## src/rtl/bsq_pkg.sv

```systemverilog
`timescale 1ns/1ps
package bsq_pkg;
  typedef enum logic {
    ORD_LINEAR     = 1'b0,
    ORD_INTERLEAVE = 1'b1
  } ord_e;
endpackage

```

## src/rtl/bsq_strobe_dec.sv

```systemverilog
`timescale 1ns/1ps
module bsq_strobe_dec (
  input  logic clk,
  input  logic rst_n,
  input  logic pstrobe_n,
  input  logic cstrobe_n,
  input  logic adv_n,
  input  logic cen_mst_n,
  output logic load_p,
  output logic load_c,
  output logic step
);
  // processor strobe wins; chip enable gates it alone
  assign load_p = ~pstrobe_n & ~cen_mst_n;
  assign load_c = ~cstrobe_n &  pstrobe_n;
  assign step   = ~adv_n & pstrobe_n & cstrobe_n;

  // the two load sources never coincide
  a_r6_load_excl: assert property (@(posedge clk) disable iff (!rst_n)
    load_p |-> !load_c);
  // an advance never shares an edge with a load
  a_r7_step_excl: assert property (@(posedge clk) disable iff (!rst_n)
    step |-> !(load_p || load_c));
endmodule

```

## src/rtl/bsq_beat_cnt.sv

```systemverilog
`timescale 1ns/1ps
module bsq_beat_cnt #(
  parameter int BEAT_W = 2
) (
  input  logic              clk,
  input  logic              rst_n,
  input  logic              clear,
  input  logic              step,
  output logic [BEAT_W-1:0] beat
);
  localparam logic [BEAT_W-1:0] LAST = {BEAT_W{1'b1}};

  always_ff @(posedge clk) begin
    if (!rst_n)     beat <= '0;
    else if (clear) beat <= '0;
    else if (step)  beat <= beat + 1'b1;
  end

  // stepping from the last beat returns to beat 0
  a_r8_wrap: assert property (@(posedge clk) disable iff (!rst_n)
    (!clear && step && beat == LAST) |=> beat == '0);
  // no step and no load means the count holds
  a_r7_hold: assert property (@(posedge clk) disable iff (!rst_n)
    (!clear && !step) |=> $stable(beat));
endmodule

```

## src/rtl/bsq_order_map.sv

```systemverilog
`timescale 1ns/1ps
module bsq_order_map
  import bsq_pkg::*;
#(
  parameter int BEAT_W = 2
) (
  input  logic              rst_n,
  input  logic [BEAT_W-1:0] start,
  input  logic [BEAT_W-1:0] beat,
  input  logic              order_sel,
  output logic [BEAT_W-1:0] offs
);
  function automatic logic [BEAT_W-1:0] ileave_off(
    input logic [BEAT_W-1:0] s, input logic [BEAT_W-1:0] k);
    return s ^ k;
  endfunction

  function automatic logic [BEAT_W-1:0] linear_off(
    input logic [BEAT_W-1:0] s, input logic [BEAT_W-1:0] k);
    return s + k;  // natural width gives the block wrap
  endfunction

  ord_e mode;
  assign mode = ord_e'(order_sel);

  always_comb begin
    if (mode == ORD_INTERLEAVE) offs = ileave_off(start, beat);
    else                        offs = linear_off(start, beat);
  end

  // beat 0 always presents the captured start field in either order
  always_comb begin
    if (rst_n && beat == '0)
      a_r4_first_beat: assert (offs == start);
  end
endmodule

```

## src/rtl/burst_addr_seq.sv

```systemverilog
`timescale 1ns/1ps
module burst_addr_seq #(
  parameter int ADDR_W = 21,
  parameter int BEAT_W = 2
) (
  input  logic              clk,
  input  logic              rst_n,
  input  logic              pstrobe_n,
  input  logic              cstrobe_n,
  input  logic              adv_n,
  input  logic              cen_mst_n,
  input  logic              order_sel,
  input  logic [ADDR_W-1:0] addr_in,
  output logic [ADDR_W-1:0] addr_out
);
  localparam int UP_W = ADDR_W - BEAT_W;

  logic              load_p, load_c, step, load;
  logic [ADDR_W-1:0] base_q;
  logic [BEAT_W-1:0] beat, offs;

  bsq_strobe_dec u_dec (
    .clk(clk), .rst_n(rst_n), .pstrobe_n(pstrobe_n), .cstrobe_n(cstrobe_n),
    .adv_n(adv_n), .cen_mst_n(cen_mst_n),
    .load_p(load_p), .load_c(load_c), .step(step)
  );

  assign load = load_p | load_c;

  always_ff @(posedge clk) begin
    if (!rst_n)    base_q <= '0;
    else if (load) base_q <= addr_in;
  end

  bsq_beat_cnt #(.BEAT_W(BEAT_W)) u_cnt (
    .clk(clk), .rst_n(rst_n), .clear(load), .step(step), .beat(beat)
  );

  bsq_order_map #(.BEAT_W(BEAT_W)) u_map (
    .rst_n(rst_n), .start(base_q[BEAT_W-1:0]), .beat(beat),
    .order_sel(order_sel), .offs(offs)
  );

  assign addr_out = {base_q[ADDR_W-1:BEAT_W], offs};

  // processor-strobe load shows the new address next cycle
  a_r4_proc_load: assert property (@(posedge clk) disable iff (!rst_n)
    (!pstrobe_n && !cen_mst_n) |=> addr_out == $past(addr_in));
  // controller-strobe load regardless of chip enable
  a_r6_ctrl_load: assert property (@(posedge clk) disable iff (!rst_n)
    (pstrobe_n && !cstrobe_n) |=> addr_out == $past(addr_in));
  // blocked processor strobe changes nothing
  a_r5_blocked: assert property (@(posedge clk) disable iff (!rst_n)
    (!pstrobe_n && cen_mst_n) |=>
      (addr_out == $past(addr_out)) || (order_sel != $past(order_sel)));
  // upper field frozen when no strobe is active
  a_r1_upper_held: assert property (@(posedge clk) disable iff (!rst_n)
    (pstrobe_n && cstrobe_n) |=> $stable(addr_out[ADDR_W-1:BEAT_W]));
  // idle edge holds the address
  a_r7_idle: assert property (@(posedge clk) disable iff (!rst_n)
    (pstrobe_n && cstrobe_n && adv_n) |=>
      (addr_out == $past(addr_out)) || (order_sel != $past(order_sel)));

  initial begin
    if (UP_W < 1) $error("ADDR_W must exceed BEAT_W");
  end
endmodule

```

## config.mk

```make
export PLATFORM = sky130hd
export DESIGN_NAME = burst_addr_seq
export DESIGN_NICKNAME = d
export VERILOG_FILES = /design/src/rtl/bsq_pkg.sv /design/src/rtl/bsq_strobe_dec.sv /design/src/rtl/bsq_beat_cnt.sv /design/src/rtl/bsq_order_map.sv /design/src/rtl/burst_addr_seq.sv
export SDC_FILE = /design/constraint.sdc
export NUM_CORES = 1
export LEC_CHECK = 0
export BUFFER_PORTS_ARGS = -buffer_cell sky130_fd_sc_hd__buf_2
export CORE_ASPECT_RATIO = 0.75
export CORE_MARGIN = 5
export CORE_UTILIZATION = 46
export DETAILED_ROUTE_END_ITERATION = 7
export GPL_TIMING_DRIVEN = 0
export HOLD_SLACK_MARGIN = 0.12
export PLACE_DENSITY = 0.74
export SYNTH_ARGS = -nofsm -noshare
export SYNTH_HDL_FRONTEND = slang
export SYNTH_SLANG_ARGS = --single-unit
```

## constraint.sdc

```tcl
create_clock -name clk -period 1.1 [get_ports clk]
set_input_delay 0.055 -clock clk [delete_from_list [all_inputs] [get_ports clk]]
set_output_delay 0.055 -clock clk [all_outputs]
set_load 0.005 [all_outputs]
```

### Yosys cells after proc, flatten, opt, wreduce, memory -nomap -nowiden

Cells that the tools add are included.

| word-level totals | value |
|---|---|
| flip-flop bits (word level) | 23 |
| input bits | 28 |
| output and inout port bits | 21 |
| word-level logic and storage cells | 17 |

| operators by class | value |
|---|---|
| $add $sub $neg | 2 |
| mux-type cells | 1 |
| bitwise logic cells | 11 |
| reduce and logical (&&, ||, !) cells | 1 |

Operator list:

| cell | number |
|---|---|
| NOT 1 bit | 5 |
| AND 1 bit | 4 |
| adder 2 x 1 -> 2 bit (second input constant) | 1 |
| adder 2 bit | 1 |
| 2-to-1 mux 2 bit | 1 |
| OR reduction 2 bit | 1 |
| XOR 2 bit | 1 |
| OR 1 bit | 1 |

### Logic depth before layout (Yosys ltp)

Gate-level depths: netlist (run 1).

| logic depth | value |
|---|---|
| word-level depth | 4 |
| gate-level depth with buffers | 4 |
| gate-level depth less buffers | 3 |

### Modules after synthesis

A second synthesis (run 1) with hierarchy kept.

| unflattened totals | value |
|---|---|
| cells, all modules | 130 |
| area, all modules | 1123.6 µm² |

By module, submodules not included:

| module | instances | cells each | area an instance (µm²) | sequential area each (µm²) |
|---|---|---|---|---|
| burst_addr_seq | 1 | 115 | 983.4 | 420.4 |
| bsq_beat_cnt | 1 | 8 | 85.1 | 40.0 |
| bsq_order_map | 1 | 4 | 36.3 | 0.0 |
| bsq_strobe_dec | 1 | 3 | 18.8 | 0.0 |

### Worst setup path after synthesis (run 1)

OpenSTA, ideal clock, no wires.

| path | value |
|---|---|
| path type | register -> register |
| from | register u_cnt.beat[0] |
| to | register u_cnt.beat[1] |
| library setup time | 0.116 ns |
| arrival | 0.754 ns |
| data required time | 0.984 ns |
| setup slack | 0.231 ns |
| stages on the path, launching flop included | 4 |
| path buffers | 0 |
| period minus slack after synthesis | 0.869 ns |
| cells stage by stage | dfxtp_1 nand4b_1 xnor2_1 and3_1 |

| on the way | value |
|---|---|
| word-level cells in the longest chain between the ends | 1 |

Ends and longest elaborated chain:

| element | RTL line | RTL |
|---|---|---|
| start: declaration | bsq_beat_cnt.sv:9 | `output logic [BEAT_W-1:0] beat` |
| start signal: assignment | bsq_beat_cnt.sv:16 | `else if (step) beat <= beat + 1'b1;` |
| adder 2 x 1 -> 2 bit | bsq_beat_cnt.sv:16 |  |

No other way between the ends.
A chain may end at the register's enable or synchronous reset.

### Final worst setup path (run 1)

| path | value |
|---|---|
| from | register u_cnt.beat[0] |
| to | output addr_out[1] |

| on the way | value |
|---|---|
| word-level cells in the longest chain between the ends | 2 |

Ends and longest elaborated chain:

| element | RTL line | RTL |
|---|---|---|
| adder 2 bit | bsq_order_map.sv:20 | `return s + k;` |
| 2-to-1 mux 2 bit | bsq_order_map.sv:27 | `if (mode == ORD_INTERLEAVE) offs = ileave_off(start, beat);` |
| end: declaration | burst_addr_seq.sv:14 | `output logic [ADDR_W-1:0] addr_out` |

No other way between the ends.

==> metrics.cfg, run 1 <==
[placement]
dpl_cell_area_sq_um = 1440
place_ws_ns = 0.0459
hpwlAfterDp_mm = 1.92
gp_congestion = 0.694
post-place-cells = 207
port_buffers = 48

[setup_path]
startpoint_type = register
cpPeakStageDelay_ns = 0.36
crit_fanout = 2
worst_ep_required_time_ns = 1.04
cp_slowest_cell = dfxtp_2
end_kind = output pin
arrival_ns = 1.18
crit_family = flip-flops
path_class = reg -> out
path_buf_inv = 1
worstPathCellList = ha_4 > nor2b_4 > xnor2_1 > buf_2

[detailed_routing]
first_iter_violations = 30
drtPass1Iterations = 4
wl_per_cell_microns = 11.9
dr_total_vias = 1047
postRouteAntennaNets = 0
wl_mm = 2.81
drc = 0
vias_per_cell = 4.42

[clocking]
cts-root-buf = clkbuf_4
cts_tree = done
path_clk_slew_ns = 0.13
cts_sinks = 23
cts_buffers = 3
htree_num_levels = 1
clock_latency_ns = 0.32
cts_buffer_depth = 2

[logic_synthesis]
synth_most_common_cell = nand2_1
synth_nets = 154
synth_area_leaders = dfxtp_1 (40%), a21boi_2 (19%), buf_4 (14%)
yosysTopAreaCell = dfxtp_1
syn_inst = 125
ys.warnings.count = 0
synth-edff-count = 0
syn_avg_cell_area_sq_um = 9.25
post-synth-top-area-fraction = 0.398
netlist_area_sq_um = 1160
ys.flop_type = dfxtp_1
yosysSeqAreaShare = 0.398
ys_seq_elements = 23
synthArstFlopShare = 0
ys_types = 18
yosys-top-cells-count = nand2_1 (42), dfxtp_1 (23), buf_4 (21)

[sta]
final.setup_skew_ns = 0.00308
max_slew_margin = 0.730
rsz0062_at_grt = yes
setup_tns_ns = -0.130
setup_ws_ns = -0.130
fin_crit_sh = 1.12
finalHoldViolCount = 0
setup_viol_count_final = 1
drv_slew = 0
period_needed_ns = 1.23
fmax_mhz = 813
worst_pin_slew_ns = 0.394

[global_route]
grt_pass1_wl_mm = 4.67
grt_max_degree = 14
grt_use_total = 0.175
grt_overflow_total = 0
grt_pass1_vias = 1070
antenna_found_initial = 0

[die]
core_sq_um = 2350
io_pins = 49
die_h_microns = 53.4
dieWidth_microns = 67.9
dieArea_sq_um = 3630
initial_core_util = 0.493
rows = 15

[run_status]
violations = setup timing
status = finished, violations left

[finish]
nFillCells = 173
drive_gt1_frac = 0.502
diodes = 0
fin_area_sq_um = 1750
instances_no_fill = 237
final_nets = 233
area_growth_pct = 51.7

[flow_run]
max_cap_viol_count = 0

[pwr]
power_density_nw_per_um2 = 1000
p_total_mw = 1.76
max-vdd-ir-drop_mv = 1.08
leakagePower_nw = 0.831

[min_path]
worstHoldPathType = in -> reg

-- power breakdown --
group	total [mW]	switching, mW	internal (mW)	leakage [nW]
Sequential	0.912	0.0280	0.885	0.190
Combinational	0.437	0.169	0.268	0.623
Clock	0.408	0.272	0.136	0.0177
-- tightest hold or removal path: stages --
cell	delay, ns
buf_2	0.09
nor2_1	0.04
o211ai_1	0.16
a21boi_0	0.09
-- cell usage in the layout, fill, tap and decap left out --
cell and n:
clkbuf_2 1, nor2_1 1, a21boi_0 2, mux2_4 1, ha_4 1, and2_1 1, a21boi_2 20, buf_6 3
dlygate4sd3_1 25, clkbuf_1 1, nand3b_1 1, dfxtp_2 2, mux2i_1 1, clkbuf_4 3, buf_2 47, nor2b_4 1
buf_4 22, nand4b_1 1, xnor2_1 3, dfxtp_1 21, clkinv_2 1, nand2_1 42, and3_1 1, o211ai_1 1
-- worst paths after layout --
check,cells after the start,end,slack [ns],start
worst max-delay path,4,addr_out[1],-0.13,u_cnt.beat[0]
worst min-delay path,4,u_cnt.beat[0],0.14,adv_n
worst max register to register,4,u_cnt.beat[1],0.10,u_cnt.beat[0]
worst min register to register,2,base_q[16],0.48,base_q[16]
-- stage by stage --
stage,util,hold slack (ns)
floorplan,-,0.200
global placement,0.613,0.304
detailed placement,0.613,0.308
CTS,0.745,0.133
global route,0.748,0.201
finish,0.748,0.137
-- flip-flops by register name, indices dropped and copies added (netlist names) --
signal      flops
u_cnt.beat      2
base_q         21
-- metal layers --
metal / global-route usage / share of wire / up-vias
li1: - / - / 542
met1: 0.185 / 0.40 / 473
met2: 0.334 / 0.54 / 25
met3: 0.0425 / 0.042 / 7
met4: 0.0660 / 0.017 / 0
met5: 0 / 0 / -
-- repair_timing --
item / in CTS / in global routing
setup endpoints to repair: 2 / 3
cloned: 0 / 0
hold buffers: 25 / 0
pin swaps: 1 / 1
hold endpoints to repair: 22 / 0
buffers inserted: 1 / 0
resized for setup: 6 / 3
-- cell type report --
class / instances / area (sq um) / share of cell area
Buffer: 25 / 189 / 0.108
Clock buffer: 3 / 22.5 / 0.0128
Clock inverter: 1 / 5.00 / 0.00285
Multi-Input combinational cell: 77 / 528 / 0.301
Sequential cell: 23 / 463 / 0.264
Tap cell: 34 / 42.5 / 0.0243
Timing Repair Buffer: 74 / 504 / 0.287
-- cell families after synthesis --
logic type	share of synthesized area
multiplexers	0.0216
flip-flops	0.398
XOR/XNOR	0.0227
buffers and inverters	0.162
AO/OA/AOI/OAI	0.214
adder cells (fa/ha/maj)	0.0108
AND/OR/NAND/NOR	0.170
Power figures use the tool's default switching activity.
==> run 2: changes to the inputs <==
--- a/config.mk
+++ b/config.mk
@@ -13,6 +13,8 @@
 export GPL_TIMING_DRIVEN = 0
 export HOLD_SLACK_MARGIN = 0.12
 export PLACE_DENSITY = 0.74
+export RECOVER_POWER = 25
+export REMOVE_ABC_BUFFERS = 1
 export SYNTH_ARGS = -nofsm -noshare
 export SYNTH_HDL_FRONTEND = slang
 export SYNTH_SLANG_ARGS = --single-unit
==> run 2 against run 1 <==
  * The flow still finishes with violations (setup timing)
  * Via count is 9.1% lower
  * Routed wire length is 7.7% lower
  * Final cell count is 11% lower
  * Critical path type unchanged
  * Sequential power hardly changed
  * Global-route usage is 2.0 points lower
  * Setup slack worse by 0.022 ns
  * Power is 5.8% lower
  * Critical path depth stayed put
  * Die area stayed put
  * Clock skew is 0.0027 ns lower
==> metrics.cfg, run 2 (synthesis results as in run 1) <==
[run_status]
status = finished, violations left
violations = setup timing

[die]
io_pins = 49  ; unchanged
die_h_microns = 53.4  ; unchanged
dieWidth_microns = 67.9  ; unchanged
initial_core_util = 0.493  ; unchanged
core_sq_um = 2350  ; unchanged
dieArea_sq_um = 3630  ; unchanged
rows = 15  ; unchanged

[setup_path]
ff2ff_setup_slack_ns = 0.07  ; -0.03 ns
cp_slowest_cell = dfxtp_2
crit_fanout = 2  ; unchanged
startpoint_type = register
worst_ep_required_time_ns = 1.04  ; about the same
path_class = reg -> out
path_buf_inv = 1  ; unchanged
end_kind = output pin
crit_family = flip-flops
arrival_ns = 1.20  ; +0.02 ns
cpPeakStageDelay_ns = 0.38  ; +0.02 ns
worstPathCellList = ha_4 > nor2b_4 > xnor2_2 > buf_2

[global_route]
antenna_found_initial = 0  ; unchanged
grt_max_degree = 24  ; +10
grt_overflow_total = 0  ; unchanged
grt_pass1_vias = 966  ; -9.7%
grt_use_total = 0.156  ; -0.0198
grt_pass1_wl_mm = 4.23  ; -9.5%

[pwr]
pwr-share-comb = 0.211  ; -0.038
power_density_nw_per_um2 = 1060  ; +6.2%
swShare = 0.260  ; -0.00595
seqPwrFrac = 0.550  ; +0.031
clkPwrFrac = 0.239  ; +0.007
max-vdd-ir-drop_mv = 0.982  ; -9.0%
internal-power_mw = 1.22  ; -5.0%
leakagePower_nw = 0.693  ; -17%
p_sw_uw = 431  ; -7.9%

[finish]
instances_no_fill = 212  ; -11%
largest_register = base_q
nFillCells = 200  ; +16%
diodes = 0  ; unchanged
final_common_cell = buf_2
drive_gt1_frac = 0.399  ; -0.104
largest_reg_flops = 21  ; unchanged
area_growth_pct = 34.6
layout.area.seq_sq_um = 463  ; unchanged
final_nets = 208  ; -11%
fin_area_sq_um = 1560  ; -11%
multi_input_area_sq_um = 524  ; -0.71%
final_cell_mix = buf_2 (43), nand2_1 (42), dlygate4sd3_1 (24)
largestRegisters = base_q: 21 flops, u_cnt.beat: 2 flops

[flow_run]
max_cap_viol_count = 0  ; unchanged

[clocking]
cts-root-buf = clkbuf_4
cts_tree = done
clock_latency_ns = 0.31  ; about the same
cts_sinks = 23  ; unchanged
htree_num_levels = 1  ; unchanged
path_clk_slew_ns = 0.13  ; about the same
cts_buffers = 3  ; unchanged
cts_buffer_depth = 2  ; unchanged

[placement]
gp_congestion = 0.625  ; -9.9%
port_buffers = 48  ; unchanged
post-place-cells = 183  ; -12%
hpwlAfterDp_mm = 1.66  ; -14%
dpl_cell_area_sq_um = 1270  ; -12%

[detailed_routing]
met1Wirelength_mm = 1.02  ; -8.5%
dr_total_vias = 952  ; -9.1%
top_layer = met4
drc = 0  ; unchanged
wl_met2_mm = 1.31  ; -14%
first_iter_violations = 24  ; -20%
postRouteAntennaNets = 0  ; unchanged
drtPass1Iterations = 2  ; -2
wl_per_cell_microns = 12.2  ; +3.2%
vias_per_cell = 4.49  ; +1.6%
wl_mm = 2.60  ; -7.7%
met3_length_microns = 258  ; +120%

[sta]
period_needed_ns = 1.25  ; +0.0219 ns
fmax_mhz = 799  ; -1.8%
max_slew_margin = 0.522  ; -0.208
rsz0062_at_grt = yes
drv_slew = 0  ; unchanged
setup_viol_count_final = 2  ; +1
finalHoldViolCount = 0  ; unchanged
fin_crit_sh = 1.14  ; +0.0199
final.setup_skew_ns = 0.000334  ; -0.00275 ns
worst_pin_slew_ns = 0.697  ; +0.303 ns
setup_ws_ns = -0.152  ; -0.0219 ns

[min_path]
worstHoldPathType = in -> reg

==> run 2: worst paths after layout <==
check                                   start            end  cells past startpoint
worst min-delay path                    rst_n      base_q[4]                      2
worst min register to register     base_q[17]     base_q[17]                      2
worst max register to register  u_cnt.beat[0]  u_cnt.beat[0]                      4
worst max-delay path            u_cnt.beat[0]    addr_out[1]                      4
==> run 2: area by class of cell <==
cell class | count | area share
Tap cell | 34 | 0.0273
Multi-Input combinational cell | 77 | 0.337
Clock buffer | 4 | 0.0169
Timing Repair Buffer | 74 | 0.322
Sequential cell | 23 | 0.297
==> run 2: per-layer routing <==
metal,GRT usage,vias to the layer above
met5,0,-
met3,0.0616,2
met4,0.0297,0
met1,0.160,428
li1,-,487
met2,0.297,35
==> run 2: power groups by stage <==
stage	clock (mW)	sequential [mW]	combinational [mW]
floorplan	0	0.931	0.135
global placement	0	0.923	0.265
detailed placement	0	0.926	0.284
CTS	0.406	0.909	0.354
global route	0.442	0.919	0.387
finish	0.396	0.911	0.350
==> run 2: per-stage QoR <==
step / setup TNS (ns) / hold WS [ns] / setup WS (ns) / utilization / total power, mW
6_report: -0.179 / 0.142 / -0.152 / 0.663 / 1.66
3_5_place_dp: -0.746 / 0.309 / -0.0752 / 0.540 / 1.21
4_1_cts: -0.175 / 0.125 / -0.175 / 0.666 / 1.67
5_1_grt: -1.28 / 0.158 / -0.195 / 0.663 / 1.75
2_1_floorplan: -3.46 / 0.200 / -0.166 / - / 1.07
3_3_place_gp: -15.81 / 0.304 / -0.769 / 0.533 / 1.19
==> run 2: repair_timing <==
action | CTS | global route
setup endpoints to repair | 2 | 2
hold endpoints to repair | 22 | 0
hold buffers | 24 | 0
gates resized for setup | 6 | 3
pin swaps | 1 | 2
buffers inserted | 1 | 0
==> run 3: changes to the inputs <==
==> constraint.sdc (replaced) <==
create_clock -name clk -period 1.32 [get_ports clk]
set_input_delay 0.066 -clock clk [delete_from_list [all_inputs] [get_ports clk]]
set_output_delay 0.066 -clock clk [all_outputs]
set_load 0.005 [all_outputs]
==> run 3 against run 2 <==
  * The flow now finishes without violations
  * Clock skew hardly changed
  * Cell area is 0.88% higher
  * Core utilization is 0.59 points higher
==> metrics.cfg, run 3 (synthesis results as in run 1) <==
[sta]
finalHoldViolCount = 0  ; unchanged
rsz0062_at_grt = yes
period_needed_ns = 1.29
fin_crit_sh = 0.980
final.setup_skew_ns = 0.000235  ; -0.0000988 ns
max_slew_margin = 0.795  ; +0.273
worst_pin_slew_ns = 0.302  ; -0.395 ns
fmax_mhz = 773
drv_slew = 0  ; unchanged
setup_viol_count_final = 0  ; -2

[pwr]
leakagePower_nw = 0.685  ; -1.1%
p_total_mw = 1.37  ; -17%
max-vdd-ir-drop_mv = 0.808  ; -18%
power_density_nw_per_um2 = 871  ; -18%

[detailed_routing]
postRouteAntennaNets = 0  ; unchanged
wl_per_cell_microns = 11.9  ; -3.0%
first_iter_violations = 39  ; +63%
dr_total_vias = 964  ; +1.3%
drtPass1Iterations = 4  ; +2
wl_mm = 2.53  ; -2.6%
vias_per_cell = 4.53  ; +0.79%
drc = 0  ; unchanged

[finish]
final_nets = 209  ; +0.48%
area_growth_pct = 35.8
largestRegisters = base_q: 21 flops, u_cnt.beat: 2 flops
final_cell_mix = nand2_1 (42), buf_2 (41), dlygate4sd3_1 (25)
largest_reg_flops = 21  ; unchanged
final_common_cell = nand2_1
largest_register = base_q
diodes = 0  ; unchanged
drive_gt1_frac = 0.408  ; +0.00894
post-route-util = 0.669  ; +0.00587

[setup_path]
cp-startpoint = u_cnt.beat[0]
crit_fanout = 2  ; unchanged
path_class = reg -> out
timing.rr.start = u_cnt.beat[0]
startpoint_type = register
end_kind = output pin
arrival_ns = 1.23  ; +0.03 ns
worst_ep_required_time_ns = 1.25  ; +0.21 ns

[clocking]
clock_latency_ns = 0.30  ; about the same
cts_tree = done
cts-root-buf = clkbuf_4
cts_buffer_depth = 2  ; unchanged
cts_sinks = 23  ; unchanged
cts_buffers = 3  ; unchanged
path_clk_slew_ns = 0.12  ; about the same
htree_num_levels = 1  ; unchanged

[global_route]
grt_use_total = 0.153  ; -0.00268
grt_pass1_vias = 940  ; -2.7%
grt_overflow_total = 0  ; unchanged
grt_max_degree = 24  ; unchanged
antenna_found_initial = 0  ; unchanged
grt_pass1_wl_mm = 4.17  ; -1.3%

[die]
initial_core_util = 0.493  ; unchanged
rows = 15  ; unchanged
io_pins = 49  ; unchanged
core_sq_um = 2350  ; unchanged
dieArea_sq_um = 3630  ; unchanged
dieWidth_microns = 67.9  ; unchanged
die_h_microns = 53.4  ; unchanged

[flow_run]
max_cap_viol_count = 0  ; unchanged

[placement]
gp_congestion = 0.625  ; unchanged
hpwlAfterDp_mm = 1.66  ; unchanged
port_buffers = 48  ; unchanged

[min_path]
worstHoldPathType = in -> reg
hold_start = adv_n

[run_status]
status = completed

## run 3: cell types whose count changed in the layout (fill, tap and decap cells not counted), sizes merged
cell,before,now
buf,46,43
clkbuf,8,11
dlygate4sd3,24,25
## run 3: area by class of cell
cell class / instances / area, sq um
fillers: 193 / 776
multi-input cells: 77 / 538
repair buffers: 75 / 500
flip-flops and latches: 23 / 463
well taps: 34 / 42.5
clock buffers: 4 / 26.3
## run 3: power breakdown
group	total [mW]	internal, mW	switching [mW]
Clock	0.314	0.118	0.196
Combinational	0.298	0.167	0.130
Sequential	0.757	0.737	0.0200
## run 3: critical path, cell delays in order (launching register included)
cell and delay, ns:
dfxtp_2 0.35, ha_2 0.17, nor2b_4 0.15, xnor2_2 0.11, buf_2 0.14
## run 3: path summary, 6_finish.rpt
check             endpoint  slack [ns]  cells after the start
max            addr_out[1]        0.03                      4
min          u_cnt.beat[0]        0.15                      4
max reg2reg  u_cnt.beat[1]        0.33                      4
min reg2reg      base_q[5]        0.47                      2
## run 3: per-stage QoR
step / worst slack (ns) / hold slack, ns / std cells / TNS (ns) / cell area (sq um)
floorplan: 0.0429 / 0.211 / 100 / 0 / 968
global placement: -0.560 / 0.315 / 182 / -11.42 / 1250
detailed placement: 0.134 / 0.320 / 183 / 0 / 1270
CTS: 0.00451 / 0.136 / 213 / 0 / 1550
global route: -0.0643 / 0.132 / 213 / -0.0643 / 1570
finish: 0.0258 / 0.146 / 213 / 0 / 1570
## run 3: what timing repair did
action                                 4_1_cts  5_1_grt
buffers inserted                             1        0
hold buffers                                25        0
endpoints found under the hold margin       22        0
resized for setup                            1        6
setup endpoints to repair                    1       15
pin swaps                                    0        2
## run 3: layer usage
layer / wire length, microns / track usage
met1: 999 / 0.164
met2: 1290 / 0.288
met3: 245 / 0.0616
met4: 0 / 0.0198
met5: 0 / 0
